**src/rtl/brc_pkg.sv**
```systemverilog
package brc_pkg;
    localparam int ADDR_W = 16;
    localparam int EXT_W  = 2;

    typedef struct packed {
        logic              is_mem;
        logic              is_rd;
        logic [EXT_W-1:0]  ext;
        logic [ADDR_W-1:0] addr;
    } bus_cyc_t;
endpackage

```
**src/rtl/brc_ready_gen.sv**
```systemverilog
module brc_ready_gen
    import brc_pkg::*;
#(
    parameter int                WAIT_W   = 3,
    parameter logic [ADDR_W-1:0] INT_BASE = 16'hC0A0,
    parameter int                INT_LSB  = 4,
    parameter logic [ADDR_W-1:0] WD_ADDR  = 16'hC0A3
) (
    input  logic                       clk,
    input  logic                       rst_n,
    input  logic                       addr_strobe,
    input  logic                       data_strobe_n,
    input  logic                       mem_io,
    input  logic                       rd_wr,
    input  logic [ADDR_W-1:0]          addr,
    input  logic [EXT_W-1:0]           ext_addr,
    input  logic                       ext_rdy,
    input  logic                       ext_rdy1_n,
    input  logic                       self_test,
    input  logic                       cfg_ext_en,
    input  logic [(1<<EXT_W)*WAIT_W-1:0] cfg_wait,
    output logic                       rdy,
    output logic                       active,
    output logic                       wd_kick
);
    localparam int REGIONS = 1 << EXT_W;
    localparam logic [WAIT_W-1:0] WAIT_MAX = '1;

    typedef struct packed {
        bus_cyc_t          cyc;
        logic [WAIT_W-1:0] wcnt;
        logic              act;
    } rg_state_t;

    rg_state_t st_q, st_d;

    logic [WAIT_W-1:0] field [REGIONS];
    logic [EXT_W-1:0]  sel;
    logic              is_internal;
    logic              int_rdy;

    for (genvar g = 0; g < REGIONS; g++) begin : g_field
        assign field[g] = cfg_wait[g*WAIT_W +: WAIT_W];
    end

    always_comb begin
        active = ~data_strobe_n;

        // region choice: extended bits, or memory/I-O split
        if (cfg_ext_en) begin
            sel = st_q.cyc.ext;
        end else begin
            sel = {{(EXT_W-1){1'b0}}, ~st_q.cyc.is_mem};
        end

        is_internal = ~st_q.cyc.is_mem &&
                      (st_q.cyc.addr[ADDR_W-1:INT_LSB] == INT_BASE[ADDR_W-1:INT_LSB]);

        int_rdy = active && (self_test || is_internal || (st_q.wcnt >= field[sel]));
        rdy     = int_rdy && ext_rdy && ~ext_rdy1_n;

        wd_kick = active && ~st_q.act && ~st_q.cyc.is_mem && ~st_q.cyc.is_rd &&
                  (st_q.cyc.addr == WD_ADDR);

        st_d = st_q;
        if (addr_strobe) begin
            st_d.cyc.is_mem = mem_io;
            st_d.cyc.is_rd  = rd_wr;
            st_d.cyc.ext    = ext_addr;
            st_d.cyc.addr   = addr;
        end
        if (!active) begin
            st_d.wcnt = '0;
        end else if (st_q.wcnt != WAIT_MAX) begin
            st_d.wcnt = st_q.wcnt + 1'b1;
        end
        st_d.act = active;
    end

    always_ff @(posedge clk or negedge rst_n) begin
        if (!rst_n) begin
            st_q <= '0;
        end else begin
            st_q <= st_d;
        end
    end
endmodule

```
**src/rtl/brc_bus_timeout.sv**
```systemverilog
module brc_bus_timeout #(
    parameter int TO_W = 8
) (
    input  logic            clk,
    input  logic            rst_n,
    input  logic            active,
    input  logic            rdy,
    input  logic [TO_W-1:0] cfg_to_limit,
    output logic            to_hit
);
    logic [TO_W-1:0] cnt_q, cnt_d;

    always_comb begin
        to_hit = active && (cfg_to_limit != '0) && (cnt_q >= cfg_to_limit);

        cnt_d = cnt_q;
        if (!active) begin
            cnt_d = '0;
        end else if (!rdy && (cnt_q < cfg_to_limit)) begin
            cnt_d = cnt_q + 1'b1;
        end
    end

    always_ff @(posedge clk or negedge rst_n) begin
        if (!rst_n) begin
            cnt_q <= '0;
        end else begin
            cnt_q <= cnt_d;
        end
    end
endmodule

```
**src/rtl/brc_watchdog.sv**
```systemverilog
module brc_watchdog #(
    parameter int WD_W = 32
) (
    input  logic            clk,
    input  logic            rst_n,
    input  logic            cfg_wd_en,
    input  logic [WD_W-1:0] cfg_wd_reload,
    input  logic            wd_kick,
    output logic            wd_expired
);
    typedef struct packed {
        logic [WD_W-1:0] cnt;
        logic            exp;
    } wd_state_t;

    wd_state_t st_q, st_d;

    always_comb begin
        wd_expired = st_q.exp;
        st_d = st_q;
        if (!cfg_wd_en || wd_kick) begin
            st_d.cnt = cfg_wd_reload;
            st_d.exp = 1'b0;
        end else if (st_q.cnt == '0) begin
            st_d.exp = 1'b1;
        end else begin
            st_d.cnt = st_q.cnt - 1'b1;
        end
    end

    always_ff @(posedge clk or negedge rst_n) begin
        if (!rst_n) begin
            st_q <= '0;
        end else begin
            st_q <= st_d;
        end
    end
endmodule

```
**src/rtl/brc_tick_gen.sv**
```systemverilog
module brc_tick_gen #(
    parameter int FREQ_W = 6
) (
    input  logic              clk,
    input  logic              rst_n,
    input  logic [FREQ_W-1:0] cfg_freq,
    output logic              timer_clk
);
    localparam int HALF_W = FREQ_W + 3;

    typedef struct packed {
        logic [HALF_W-1:0] div;
        logic              tclk;
    } tk_state_t;

    tk_state_t         st_q, st_d;
    logic [HALF_W-1:0] half;

    always_comb begin
        half      = HALF_W'(cfg_freq) * HALF_W'(5);
        timer_clk = st_q.tclk;
        st_d      = st_q;
        if (half == '0) begin
            st_d.div  = '0;
            st_d.tclk = 1'b0;
        end else if (st_q.div >= half - 1'b1) begin
            st_d.div  = '0;
            st_d.tclk = ~st_q.tclk;
        end else begin
            st_d.div = st_q.div + 1'b1;
        end
    end

    always_ff @(posedge clk or negedge rst_n) begin
        if (!rst_n) begin
            st_q <= '0;
        end else begin
            st_q <= st_d;
        end
    end
endmodule

```
**src/rtl/bus_ready_ctrl.sv**
```systemverilog
module bus_ready_ctrl
    import brc_pkg::*;
#(
    parameter int                WAIT_W   = 3,
    parameter int                TO_W     = 8,
    parameter int                WD_W     = 32,
    parameter int                FREQ_W   = 6,
    parameter logic [ADDR_W-1:0] INT_BASE = 16'hC0A0,
    parameter int                INT_LSB  = 4,
    parameter logic [ADDR_W-1:0] WD_ADDR  = 16'hC0A3
) (
    input  logic                           clk,
    input  logic                           rst_n,
    input  logic                           addr_strobe,
    input  logic                           data_strobe_n,
    input  logic                           mem_io,
    input  logic                           rd_wr,
    input  logic [ADDR_W-1:0]              addr,
    input  logic [EXT_W-1:0]               ext_addr,
    input  logic                           ext_rdy,
    input  logic                           ext_rdy1_n,
    input  logic                           self_test,
    input  logic                           cfg_ext_en,
    input  logic [(1<<EXT_W)*WAIT_W-1:0]   cfg_wait,
    input  logic [TO_W-1:0]                cfg_to_limit,
    input  logic                           cfg_wd_en,
    input  logic [WD_W-1:0]                cfg_wd_reload,
    input  logic [FREQ_W-1:0]              cfg_freq,
    output logic                           rdy,
    output logic                           term_cnt,
    output logic                           timer_clk
);
    logic active;
    logic wd_kick;
    logic to_hit;
    logic wd_expired;

    brc_ready_gen #(
        .WAIT_W   (WAIT_W),
        .INT_BASE (INT_BASE),
        .INT_LSB  (INT_LSB),
        .WD_ADDR  (WD_ADDR)
    ) u_ready (
        .clk           (clk),
        .rst_n         (rst_n),
        .addr_strobe   (addr_strobe),
        .data_strobe_n (data_strobe_n),
        .mem_io        (mem_io),
        .rd_wr         (rd_wr),
        .addr          (addr),
        .ext_addr      (ext_addr),
        .ext_rdy       (ext_rdy),
        .ext_rdy1_n    (ext_rdy1_n),
        .self_test     (self_test),
        .cfg_ext_en    (cfg_ext_en),
        .cfg_wait      (cfg_wait),
        .rdy           (rdy),
        .active        (active),
        .wd_kick       (wd_kick)
    );

    brc_bus_timeout #(
        .TO_W (TO_W)
    ) u_timeout (
        .clk          (clk),
        .rst_n        (rst_n),
        .active       (active),
        .rdy          (rdy),
        .cfg_to_limit (cfg_to_limit),
        .to_hit       (to_hit)
    );

    brc_watchdog #(
        .WD_W (WD_W)
    ) u_wdog (
        .clk           (clk),
        .rst_n         (rst_n),
        .cfg_wd_en     (cfg_wd_en),
        .cfg_wd_reload (cfg_wd_reload),
        .wd_kick       (wd_kick),
        .wd_expired    (wd_expired)
    );

    brc_tick_gen #(
        .FREQ_W (FREQ_W)
    ) u_tick (
        .clk       (clk),
        .rst_n     (rst_n),
        .cfg_freq  (cfg_freq),
        .timer_clk (timer_clk)
    );

    assign term_cnt = to_hit | wd_expired;
endmodule

```
**config.mk**
```make
export PLATFORM = sky130hd
export DESIGN_NAME = bus_ready_ctrl
export DESIGN_NICKNAME = d
export VERILOG_FILES = /design/src/rtl/brc_pkg.sv /design/src/rtl/brc_ready_gen.sv /design/src/rtl/brc_bus_timeout.sv /design/src/rtl/brc_watchdog.sv /design/src/rtl/brc_tick_gen.sv /design/src/rtl/bus_ready_ctrl.sv
export SDC_FILE = /design/constraint.sdc
export NUM_CORES = 1
export LEC_CHECK = 0
export BUFFER_PORTS_ARGS = -buffer_cell sky130_fd_sc_hd__clkbuf_2
export CAP_MARGIN = 20
export CORE_UTILIZATION = 36
export DETAILED_ROUTE_END_ITERATION = 16
export PLACE_DENSITY = 0.59
export SYNTH_ARGS = -nofsm -noshare
export SYNTH_HDL_FRONTEND = slang
export SYNTH_SLANG_ARGS = --single-unit
```
**constraint.sdc**
```tcl
create_clock -name clk -period 2.65 [get_ports clk]
set_input_delay 0.1325 -clock clk [delete_from_list [all_inputs] [get_ports clk]]
set_output_delay 0.1325 -clock clk [all_outputs]
set_load 0.005 [all_outputs]
```
* Word level (Yosys, flattened, before mapping)
Cells that the tools add are included.
** Cells by class
- Add/subtract/negate cells :: 5
- Multiply operators :: 1
- Order comparisons :: 5
- Equal/unequal tests :: 4
- Multiplexer cells :: 14
- Bitwise logic cells :: 8
- Reduce and logical (&&, ||, !) cells :: 23
** Operators by type and width (count)
- 2-to-1 mux 33 bit :: 1
- logical NOT 32 bit :: 1
- 2-to-1 mux 32 bit :: 1
- subtractor 32 x 1 -> 32 bit (second input constant) :: 1
- == test 16 bit (second input constant) :: 1
- 2-to-1 mux 8 bit :: 2
- == test 12 bit (second input constant) :: 1
- 2-to-1 mux 3 bit :: 4
- logical AND 1 bit :: 11
- 2-to-1 mux 10 bit :: 1
- adder 9 x 1 -> 9 bit (second input constant) :: 1
- >= comparator 9 bit :: 1
- logical NOT 9 bit :: 1
- multiplier 6 x 3 -> 9 bit (second input constant) :: 1
- 2-to-1 mux 9 bit :: 1
- subtractor 9 x 1 -> 9 bit (second input constant) :: 1
- adder 8 x 1 -> 8 bit (second input constant) :: 1
- >= comparator 8 bit :: 1
- less-than comparator 8 bit :: 1
- nonzero test 2 bit :: 4
- nonzero test 8 bit :: 1
- binary-select mux 3 bit (select 2 bit) :: 1
- inverter 1 bit :: 6
- adder 3 x 1 -> 3 bit (second input constant) :: 1
- 10 further kinds :: 14
** Word-level totals
- Bits in registers :: 75
- Input port bits :: 87
- Output and inout bits :: 3

* Depth between registers and ports, before layout
Gate-level depths: netlist (run 1).
- Depth in word-level cells :: 15
- Mapped depth :: 16
- Depth with buffers taken out :: 16

* Modules after synthesis
Synthesis (run 1) repeated with hierarchy kept, for this count alone.
** Second synthesis, totals
- Cells, all modules :: 507
- Area total of the unflattened synthesis :: 4853.4 um^2
** Modules (own cells, without submodules)
- brc_watchdog :: times used 1, cells each 210, area each 1886.8 um^2
- brc_ready_gen :: times used 1, cells each 85, area each 1144.8 um^2
- brc_tick_gen :: times used 1, cells each 131, area each 1116.1 um^2
- brc_bus_timeout :: times used 1, cells each 80, area each 699.4 um^2
- bus_ready_ctrl :: times used 1, cells each 1, area each 6.3 um^2

* Worst setup path before layout (run 1)
Ideal clock, no wire load.
- Path type :: input-to-reg
- From :: input port cfg_freq[1]
- To :: register u_tick.st_q[3] (netlist name)
- Data arrival time :: 3.100 ns
- Required time :: 2.576 ns
- Setup slack :: -0.524 ns
- Stages on the path :: 15
- Buffers on the path :: 0
- Cells stage by stage :: ha_1 > ha_1 > inv_1 > fa_1 > xor2_1 > nand3b_1 > mux2i_1 > o21ai_0 > or2_2 > xor2_1 > ha_1 > o21a_1 > nor3_1 > o31ai_1 > nor2_1
** RTL lines
- start, declared :: RTL line bus_ready_ctrl.sv:28 : input logic [FREQ_W-1:0] cfg_freq,
- end signal, assigned :: RTL line brc_tick_gen.sv:38 : st_q <= st_d;
- end, declared :: RTL line brc_tick_gen.sv:16 : tk_state_t st_q, st_d;

* Worst setup path in the final report (run 1)
- From :: input port cfg_freq[3]
- To :: register u_tick.st_q, in the netlist u_tick.timer_clk
** On the way
- Longest elaborated chain between the ends :: 4
** Ends and longest elaborated chain
- multiplier 6 x 3 -> 9 bit * :: RTL line brc_tick_gen.sv:20 : half = HALF_W'(cfg_freq) * HALF_W'(5);
- subtractor 9 x 1 -> 9 bit :: RTL line brc_tick_gen.sv:26 : end else if (st_q.div >= half - 1'b1) begin
- >= comparator 9 bit :: RTL line brc_tick_gen.sv:26
- nonzero test 2 bit (no line)
Every way passes the cells marked *; elsewhere a longest branch is shown, timed or not.
A chain may end at the register's enable or synchronous reset.

==> results of run 1 <==
==> stage by stage <==
stage / power [W] / std cells / hold slack, ps / setup slack [ps] / area [sq um]
after detailed placement: 0.00223 / 756 / 342 / -667 / 5500
after floorplan: 0.00195 / 487 / -163 / -307 / 4730
after CTS: 0.00371 / 780 / 1.60 / -96.1 / 6000
after global placement: 0.00220 / 756 / 338 / -472 / 5500
final: 0.00368 / 780 / 16.0 / -127 / 6110
after global routing: 0.00391 / 780 / 24.0 / -293 / 6110
==> what timing repair did <==
| item | in CTS | in global routing |
|---|---|---|
| hold buffers | 4 | 0 |
| gates cloned | 1 | 0 |
| buffers inserted | 3 | 0 |
| pin swaps | 18 | 11 |
| gates resized for setup | 22 | 23 |
| setup endpoints to repair | 15 | 21 |
| endpoints found under the hold margin | 8 | 0 |
==> placed cells by master (no fill, tap or decap), drive strengths merged, types with 2 or more instances in the layout <==
cell	synthesis	routed
a21boi	3	3
a21o	4	4
a21oi	26	26
a31oi	3	3
and2	2	2
buf	3	29
bufinv	0	3
clkbuf	12	98
clkinv	0	2
dfrtp	75	75
dlygate4sd3	0	4
ha	35	35
inv	24	24
mux2	23	23
mux2i	5	5
mux4	3	3
nand2	44	44
nand2b	8	8
nand3	11	11
nand4	10	10
nor2	52	52
nor2b	4	4
nor3	18	18
nor3b	4	4
nor4	11	11
nor4b	3	3
o21a	2	2
o21ai	29	29
o31a	2	2
o31ai	8	8
or2	5	5
or3	7	7
or4	7	7
xnor2	22	22
xor2	10	10
==> kinds of logic after synthesis <==
family,Yosys count,synth area share
DFF,75,0.404
AOI/OAI and AO/OA,84,0.108
xor gates and xnor gates,32,0.0603
adders and majority gates,36,0.0985
and+or+nand+nor,190,0.215
muxes,31,0.0810
buffers and inverters,39,0.0342
==> state kept, by name, indices dropped and copies added, names as in the netlist <==
| name | flops |
|---|---|
| u_tick.timer_clk | 1 |
| u_wdog.wd_expired | 1 |
| u_wdog.st_q | 32 |
| u_tick.st_q | 9 |
| u_timeout.cnt_q | 8 |
| u_ready.st_q | 24 |
==> where the power goes <==
group          internal [W]  switching (W)  total, W
Combinational      0.000440       0.000404  0.000844
Clock              0.000942       0.000453   0.00139
Sequential          0.00129       0.000147   0.00144
Total               0.00268        0.00100   0.00368
==> worst max-delay path, delay by kind of cell <==
kind                     cells  cell delay, ps
multiplexers                 1             210
adder cells (fa/ha/maj)      4            1060
AO/OA/AOI/OAI                3             450
AND/OR/NAND/NOR              4             560
buffers and inverters        2             150
XOR/XNOR                     3             490
==> worst min-delay path by stage <==
stage,from,end,slack (ps),depth (start not counted)
6_report,cfg_wd_reload[5],u_wdog.st_q[6],20,3
5_1_grt,addr[1],u_ready.st_q[5],20,2
4_1_cts,cfg_wd_reload[5],u_wdog.st_q[6],2,3
3_5_place_dp,rst_n,u_ready.st_q[1],340,1
3_3_place_gp,rst_n,u_ready.st_q[1],340,1
2_1_floorplan,rst_n,u_ready.st_q[0],-160,0
==> layer usage <==
layer	share of wire	up-vias
met2	0.50	56
met3	0.026	9
met5	0	-
met1	0.46	1863
met4	0.012	0
li1	-	1963
==> cell type report <==
class	count	area, sq um
clock inverter	5	100
multi-input combinational	373	2870
tap	172	215
clock buffer	11	243
timing repair buffer	120	722
sequential	75	1880
inverter	24	90.1
fill	1232	6500
==> metrics.cfg, run 1 <==
[grt]
grt_antenna_before_repair = 0
grt_usage = 0.172
busiest_layer = met2
grt_remaining_overflow = 0
grt_start_max_net_pins = 76
grt_pass1_wl_um = 18100
grt_pass1_vias = 4049
use_met2 = 0.311
use_met3 = 0.0298
met1_usage = 0.204

[critical_path]
critPathLaunch = cfg_freq[3]
crit_chain = clkbuf_8 -> ha_4 -> ha_4 -> inv_2 -> fa_2 -> xor2_2 -> nand3_1 -> mux2i_2 -> nand2_1 -> xnor2_2 -> ha_1 -> nand3_2 -> o22ai_1 -> o21a_1 -> nor3_4 -> xnor2_1 -> o31a_1
worstSetupPathType = primary input to flip-flop
reg2reg_slack_ps = 50
r2r-end = u_timeout.cnt_q[4]
cp-end-kind = flip-flop
crit_top_cell = ha_4
crit_slowest_cell = fa_2
worstPathArrival_ps = 3040
path_max_fanout = 3
rr_worst_depth = 10
start_kind = primary input
cp_data_required_time_ps = 2920
crit_end = u_tick.timer_clk
reg2reg_from = u_ready.st_q[20]
cp_slowest_stage_delay_ps = 360

[synthesis]
synth_cell_type_count = 52
syn_avg_cell_area_sq_um = 9.55
yosys-top-cells-area = dfrtp_1 (40%), ha_1 (9.4%), mux2_2 (5.6%)
synth-seq-area-share = 0.404
synth_edf_count = 0
synthTopCellsByCount = dfrtp_1 (75), nor2_1 (52), nand2_1 (44)
ys_ff_latch = 75
synth_warnings = 0
synth_nets = 610
yosysMostFrequentCell = dfrtp_1
netlist_area_sq_um = 4650
ys.flop_type = dfrtp_1
synth_top_area_share = 0.404
async_flop_share = 1.00
postSynthCellCount = 487
synth_top_area_cell = dfrtp_1

[timing]
slew_headroom = 0.372
maxClockFrequency_mhz = 360
hold_violations = 0
fin_skew_ps = 5.80
setup_ws_ps = -127
slew_violations = 0
rsz0062_at_grt = true
finalSetupTns_ps = -1180
finalSetupViolations = 10
fin_crit_ps = 2780
min_period_over_period = 1.05
tightest_slew_ps = 942

[drt]
routedWlPerCell_um = 13.3
postRouteAntennaNets = 0
first_pass_iters = 4
num_vias = 3891
drt_iter0_drc = 143
vias_per_cell = 4.99
wl_um = 10400
drc = 0

[layout]
fin_util = 0.485
fin_nets = 726
drive_above_1_share = 0.342
antenna_cells = 0
syn_to_final_growth_pct = 31.5

[clocking]
clkTransAtPathRegs_ps = 60
insertion_delay_ps = 330
clockBufferDepth = 2
htree_levels = 3
clock_sinks = 75
cts_buffers = 9
cts_tree = yes
cts_root_buf = clkbuf_16

[place]
dp_hpwl_um = 7770
portBuffers = 89
gp_congestion = 0.793

[die]
pin_count = 90
start_util = 0.369
rows = 41
die_x_um = 116
die_area_sq_um = 13400
die_h_um = 116
core_area_sq_um = 12600

[run]
cap_violations = 0

[pwr]
p_leak_nw = 2.73
powerDensity_nw_per_um2 = 602
vdd_drop_max_uv = 274

[outcome]
outcome = finished with violations
violations = setup timing

[hold_path]
hp-class = primary input to flip-flop

No activity file was read; power rests on OpenSTA's default activity.
==> run 2: changes to the inputs <==
--- a/config.mk
+++ b/config.mk
@@ -9,7 +9,7 @@
 export CAP_MARGIN = 20
 export CORE_UTILIZATION = 36
 export DETAILED_ROUTE_END_ITERATION = 16
-export PLACE_DENSITY = 0.59
+export PLACE_DENSITY = 0.57
 export SYNTH_ARGS = -nofsm -noshare
 export SYNTH_HDL_FRONTEND = slang
 export SYNTH_SLANG_ARGS = --single-unit
==> constraint.sdc (replaced) <==
create_clock -name clk -period 2.7 [get_ports clk]
set_input_delay 0.135 -clock clk [delete_from_list [all_inputs] [get_ports clk]]
set_output_delay 0.135 -clock clk [all_outputs]
set_load 0.005 [all_outputs]
==> run 2 against run 1 <==
The run ends with hold timing, setup timing left. Die area is the same. Worst hold slack lost 56 ps. Sequential share of layout area up 0.076 points. Largest power group unchanged. Flip-flop and latch count unchanged. Core utilization decreased by 0.12 points. Routed wire length rose by 2.7%. Final cell count is 0.13% higher. Clock power is 14% lower. Register-to-register slack better by 40 ps. Count of clock-buffer cells in the layout did not move. Combinational power decreased by 0.9%.
==> metrics.cfg, run 2 (synthesis gave the netlist of run 1 again) <==
[die]
die_area_sq_um = 13400  ; unchanged
rows = 41  ; unchanged
die_h_um = 116  ; unchanged
pin_count = 90  ; unchanged
start_util = 0.369  ; unchanged
core_area_sq_um = 12600  ; unchanged
die_x_um = 116  ; unchanged

[critical_path]
crit_top_cell = ha_4  ; unchanged
crit_family = adder cells  ; unchanged
worstPathArrival_ps = 3100  ; was 3040 ps
worstSetupPathType = primary input to flip-flop  ; unchanged
start_kind = primary input  ; unchanged
path_max_fanout = 3  ; unchanged
crit_slowest_cell = fa_2  ; unchanged
crit_chain = buf_8 -> ha_4 -> ha_4 -> inv_2 -> fa_2 -> xor2_2 -> nand3_1 -> mux2i_2 -> nand2_1 -> xnor2_2 -> ha_1 -> nand3_2 -> o22ai_2 -> o21a_1 -> nor3_4 -> xnor2_1 -> o31a_1  ; was clkbuf_8 -> ha_4 -> ha_4 -> inv_2 -> fa_2 -> xor2_2 -> nand3_1 -> mux2i_2 -> nand2_1 -> xnor2_2 -> ha_1 -> nand3_2 -> o22ai_1 -> o21a_1 -> nor3_4 -> xnor2_1 -> o31a_1
critPathBufInv = 2  ; unchanged
cp-end-kind = flip-flop  ; unchanged
cp_slowest_stage_delay_ps = 360  ; about the same
cp_data_required_time_ps = 2970  ; was 2920 ps

[layout]
antenna_cells = 0  ; unchanged
syn_to_final_growth_pct = 31.2  ; was 31.5%
drive_above_1_share = 0.342  ; about the same
layout_commonest_cell = clkbuf_2  ; unchanged
most-common-layout-cells = clkbuf_2 (85), dfrtp_1 (75), nor2_1 (51)  ; unchanged
multi_input_area_sq_um = 2890  ; was 2870 sq um
largest-register = u_wdog.st_q  ; unchanged
fin_nets = 728  ; was 726
largestRegisters = u_wdog.st_q (32), u_ready.st_q (24), u_tick.st_q (9)  ; unchanged
largest_reg_flops = 32  ; unchanged
ff_latch_area_sq_um = 1880  ; unchanged
fin_area_sq_um = 6100  ; was 6110 sq um
fillers = 1214  ; was 1232

[timing]
fin_skew_ps = 7.24  ; was 5.80 ps
min_period_over_period = 1.05
tightest_slew_ps = 970  ; was 942 ps
hold_violations = 75  ; was 0
hold-worst-slack_ps = -39.6  ; was 16.0 ps
slew_violations = 0  ; unchanged
maxClockFrequency_mhz = 353
rsz0062_at_grt = true  ; unchanged
finalSetupTns_ps = -1040  ; was -1180 ps
finalSetupViolations = 10  ; unchanged
setup_ws_ps = -131  ; was -127 ps
slew_headroom = 0.354  ; was 0.372
fin_crit_ps = 2830

[clocking]
clkTransAtPathRegs_ps = 50  ; was 60 ps
cts_tree = yes  ; unchanged
clockBufferDepth = 2  ; unchanged
insertion_delay_ps = 330  ; about the same
cts_buffers = 9  ; unchanged
clock_sinks = 75  ; unchanged
htree_levels = 3  ; unchanged
cts_root_buf = clkbuf_16  ; unchanged

[place]
portBuffers = 89  ; unchanged
place_area_sq_um = 5490  ; was 5500 sq um
gp_congestion = 0.815  ; was 0.793
dp_hpwl_um = 7610  ; was 7770 um

[drt]
routedWlPerCell_um = 13.6  ; was 13.3 um
first_pass_iters = 4  ; unchanged
num_vias = 3942  ; was 3891
vias_per_cell = 5.05  ; was 4.99
wl_um = 10700  ; was 10400 um
postRouteAntennaNets = 0  ; unchanged
drc = 0  ; unchanged
drt_iter0_drc = 178  ; was 143

[hold_path]
hp-class = primary input to asynchronous set/reset pin  ; was primary input to flip-flop

[pwr]
p_total_w = 0.00344  ; was 0.00368 W
p_leak_nw = 2.70  ; was 2.73 nW
powerDensity_nw_per_um2 = 564  ; was 602 nW/um^2
vdd_drop_max_uv = 276  ; was 274 uV

[run]
cap_violations = 0  ; unchanged

[grt]
grt_pass1_vias = 3929  ; was 4049
grt_pass1_wl_um = 18100  ; about the same
grt_start_max_net_pins = 76  ; unchanged
grt_usage = 0.173  ; was 0.172
grt_antenna_before_repair = 0  ; unchanged
grt_remaining_overflow = 0  ; unchanged

[outcome]
outcome = finished with violations  ; unchanged
violations = hold timing, setup timing  ; was setup timing

## run 2: worst paths after layout
path / start / endpoint / slack, ps / depth (start not counted)
max reg2reg: u_ready.st_q[23] / u_timeout.cnt_q[6] / 90 / 12
min reg2reg: u_ready.st_q[11] / u_ready.st_q[11] / 510 / 1
min in group clk: cfg_wd_reload[28] / u_wdog.st_q[29] / 10 / 3
max: cfg_freq[1] / u_tick.timer_clk / -130 / 17
min: rst_n / u_ready.st_q[3] / -40 / 1
max in group asynchronous: rst_n / u_wdog.st_q[1] / 2120 / 1
## run 2: power breakdown
part / total, W / internal [W] / switching [W]
Sequential: 0.00141 / 0.00127 / 0.000144
Combinational: 0.000836 / 0.000436 / 0.000399
Clock: 0.00119 / 0.000736 / 0.000456
Total: 0.00344 / 0.00244 / 0.000999
## run 2: layer usage
layer  up-vias  GRT usage  wire [um]
met1      1911      0.216       4750
met3        10     0.0377        287
met5         -          0          0
met4         0     0.0462         94
li1       1967          -          -
met2        54      0.301       5520
## run 2: final cells by class
class / instances / area share
clock buffers: 11 / 0.0398
flip-flops and latches: 75 / 0.308
repair buffers: 121 / 0.120
well taps: 172 / 0.0353
multi-input cells: 374 / 0.474
inverters: 24 / 0.0148
clock inverters: 4 / 0.00841
## run 2: through the flow
stage	worst slack (ps)	util	hold WS, ps	std cells
2_1_floorplan	-259	-	-161	487
3_3_place_gp	-418	0.435	338	755
3_5_place_dp	-573	0.435	345	755
4_1_cts	-37.4	0.469	0.392	776
5_1_grt	-308	0.483	9.01	781
6_report	-131	0.483	-39.6	781
## run 2: worst reg2reg max path, stage by stage (launching register included)
cell	delay, ps
dfrtp_1	360
nor2_2	50
a21oi_4	160
mux4_2	530
inv_2	60
ha_1	210
a21boi_1	130
o21ai_1	150
a21oi_2	100
buf_6	150
buf_4	130
nor4_4	150
mux2_4	320
## run 2: repair_timing
item                                    CTS  global route
buffers inserted                          1             3
hold buffers                              5             0
gates resized for setup                  13            34
endpoints found under the setup margin   12            19
gates cloned                              0             2
pin swaps                                11            20
hold endpoints to repair                  5             0
==> run 3: changes to the inputs <==
--- a/config.mk
+++ b/config.mk
@@ -7,6 +7,7 @@
 export LEC_CHECK = 0
 export BUFFER_PORTS_ARGS = -buffer_cell sky130_fd_sc_hd__clkbuf_2
 export CAP_MARGIN = 20
+export CORE_ASPECT_RATIO = 0.7
 export CORE_UTILIZATION = 36
 export DETAILED_ROUTE_END_ITERATION = 16
 export PLACE_DENSITY = 0.57
==> run 3 against run 2 <==
Clock power increased by 16%. The run still ends with hold timing, setup timing left. Total power increased by 7.9%. Critical path type unchanged. Via count grew 2.7%. Sequential power hardly changed.
==> metrics.cfg, run 3 (synthesis gave the netlist of run 1 again) <==
[outcome]
outcome = finished with violations  ; unchanged
violations = hold timing, setup timing  ; unchanged

[drt]
num_vias = 4047  ; was 3942
vias_per_cell = 5.17  ; was 5.05
drc = 0  ; unchanged
routedWlPerCell_um = 14.9  ; was 13.6 um
wl_um = 11600  ; was 10700 um
first_pass_iters = 4  ; unchanged
postRouteAntennaNets = 0  ; unchanged
drt_iter0_drc = 161  ; was 178

[layout]
most-common-layout-cells = clkbuf_2 (85), dfrtp_1 (75), nor2_1 (51)  ; unchanged
syn_to_final_growth_pct = 34.1  ; was 31.2%
drive_above_1_share = 0.359  ; was 0.342
largestRegisters = u_wdog.st_q (32), u_ready.st_q (24), u_tick.st_q (9)  ; unchanged
layout_commonest_cell = clkbuf_2  ; unchanged
fillers = 1152  ; was 1214
largest-register = u_wdog.st_q  ; unchanged
antenna_cells = 0  ; unchanged
fin_nets = 739  ; was 728
largest_reg_flops = 32  ; unchanged

[hold_path]
hp-class = primary input to asynchronous set/reset pin  ; unchanged

[timing]
slew_headroom = 0.361  ; was 0.354
maxClockFrequency_mhz = 343  ; was 353 MHz
tightest_slew_ps = 958  ; was 970 ps
setup_ws_ps = -217  ; was -131 ps
fin_crit_ps = 2920  ; was 2830 ps
hold-worst-slack_ps = -37.7  ; was -39.6 ps
slew_violations = 0  ; unchanged
fin_skew_ps = 7.00  ; was 7.24 ps
hold_violations = 75  ; unchanged
finalSetupViolations = 10  ; unchanged
min_period_over_period = 1.08  ; was 1.05
rsz0062_at_grt = true  ; unchanged

[clocking]
cts_tree = yes  ; unchanged
clock_sinks = 75  ; unchanged
htree_levels = 3  ; unchanged
cts_root_buf = clkbuf_16  ; unchanged
insertion_delay_ps = 330  ; about the same
clockBufferDepth = 2  ; unchanged
clkTransAtPathRegs_ps = 50  ; about the same
cts_buffers = 9  ; unchanged

[die]
die_x_um = 138  ; was 116 um
die_h_um = 97.1  ; was 116 um
core_area_sq_um = 12500  ; was 12600 sq um
start_util = 0.372  ; was 0.369
rows = 34  ; was 41
pin_count = 90  ; unchanged
die_area_sq_um = 13400  ; about the same

[pwr]
vdd_drop_max_uv = 322  ; was 276 uV
p_leak_nw = 2.77  ; was 2.70 nW
powerDensity_nw_per_um2 = 595  ; was 564 nW/um^2
p_total_w = 0.00371  ; was 0.00344 W

[grt]
grt_pass1_vias = 4057  ; was 3929
grt_usage = 0.182  ; was 0.173
grt_pass1_wl_um = 19300  ; was 18100 um
grt_remaining_overflow = 0  ; unchanged
grt_start_max_net_pins = 76  ; unchanged
grt_antenna_before_repair = 0  ; unchanged

[critical_path]
cp_data_required_time_ps = 2960  ; was 2970 ps
path_max_fanout = 3  ; unchanged
worstSetupPathType = primary input to flip-flop  ; unchanged
cp-end-kind = flip-flop  ; unchanged
start_kind = primary input  ; unchanged
worstPathArrival_ps = 3180  ; was 3100 ps

[place]
dp_slack_ps = -646  ; was -573 ps
portBuffers = 89  ; unchanged
gp_congestion = 0.813  ; was 0.815
dp_hpwl_um = 8090  ; was 7610 um

[run]
cap_violations = 0  ; unchanged

## run 3: cell count changes in the layout (fill, tap and decap cells not counted), sizes merged
cell / previous run / this run
buf: 31 / 44
bufinv: 1 / 3
clkinv: 2 / 0
dlygate4sd3: 5 / 3
clkbuf: 96 / 97
## run 3: layout make-up
type                            instances  area, sq um  area share
Sequential cell                        75         1880       0.301
Inverter                               24         90.1      0.0144
Clock inverter                          4         97.6      0.0157
Tap cell                              162          203      0.0325
Clock buffer                           12          246      0.0395
Multi-Input combinational cell        374         2900       0.465
Timing Repair Buffer                  132          823       0.132
## run 3: critical path, stage by stage
cell	delay, ps
clkbuf_2	130
ha_1	230
ha_4	160
inv_2	30
fa_2	370
xor2_2	190
nand3b_1	130
mux2i_2	230
o21ai_2	100
or2_4	230
xor2_1	150
ha_1	330
o21a_1	150
nor3_4	310
xnor2_1	160
o31a_1	150
## run 3: report_power, final
part | switching (W) | internal (W)
registers | 0.000149 | 0.00127
clock network | 0.000456 | 0.000929
logic | 0.000433 | 0.000476
total | 0.00104 | 0.00267
## run 3: routing by layer
metal  vias up  part of all wire  global-route usage
met1      1939              0.48               0.251
li1       1997                 -                   -
met3        12             0.048              0.0449
met4         0            0.0091              0.0393
met5         -                 0                   0
met2        99              0.46               0.288
## run 3: what timing repair did
| action | in CTS | in global routing |
|---|---|---|
| buffers inserted | 13 | 4 |
| hold endpoints to repair | 3 | 0 |
| cloned | 2 | 0 |
| hold buffers | 3 | 0 |
| setup endpoints to repair | 18 | 34 |
| resized for setup | 25 | 29 |
| pin swaps | 20 | 13 |
## run 3: metrics by stage
step	area, sq um	TNS [ps]	utilization	cells
CTS	6070	-1180	0.485	779
floorplan	4730	-2470	-	487
global placement	5480	-4570	0.438	745
finish	6240	-1910	0.499	783
detailed placement	5480	-6660	0.438	745
global route	6240	-4030	0.499	783
## run 3: final timing paths
| path | slack (ps) | cells past startpoint | end | from |
|---|---|---|---|---|
| max | -220 | 16 | u_tick.timer_clk | cfg_freq[2] |
| min | -40 | 1 | u_ready.st_q[11] | rst_n |
| max reg2reg | 10 | 11 | u_timeout.cnt_q[7] | u_ready.st_q[20] |
| min reg2reg | 500 | 1 | u_ready.st_q[11] | u_ready.st_q[11] |
| max in group asynchronous | 2130 | 1 | u_wdog.st_q[32] | rst_n |
| min in group clk | 10 | 3 | u_wdog.st_q[5] | cfg_wd_reload[4] |
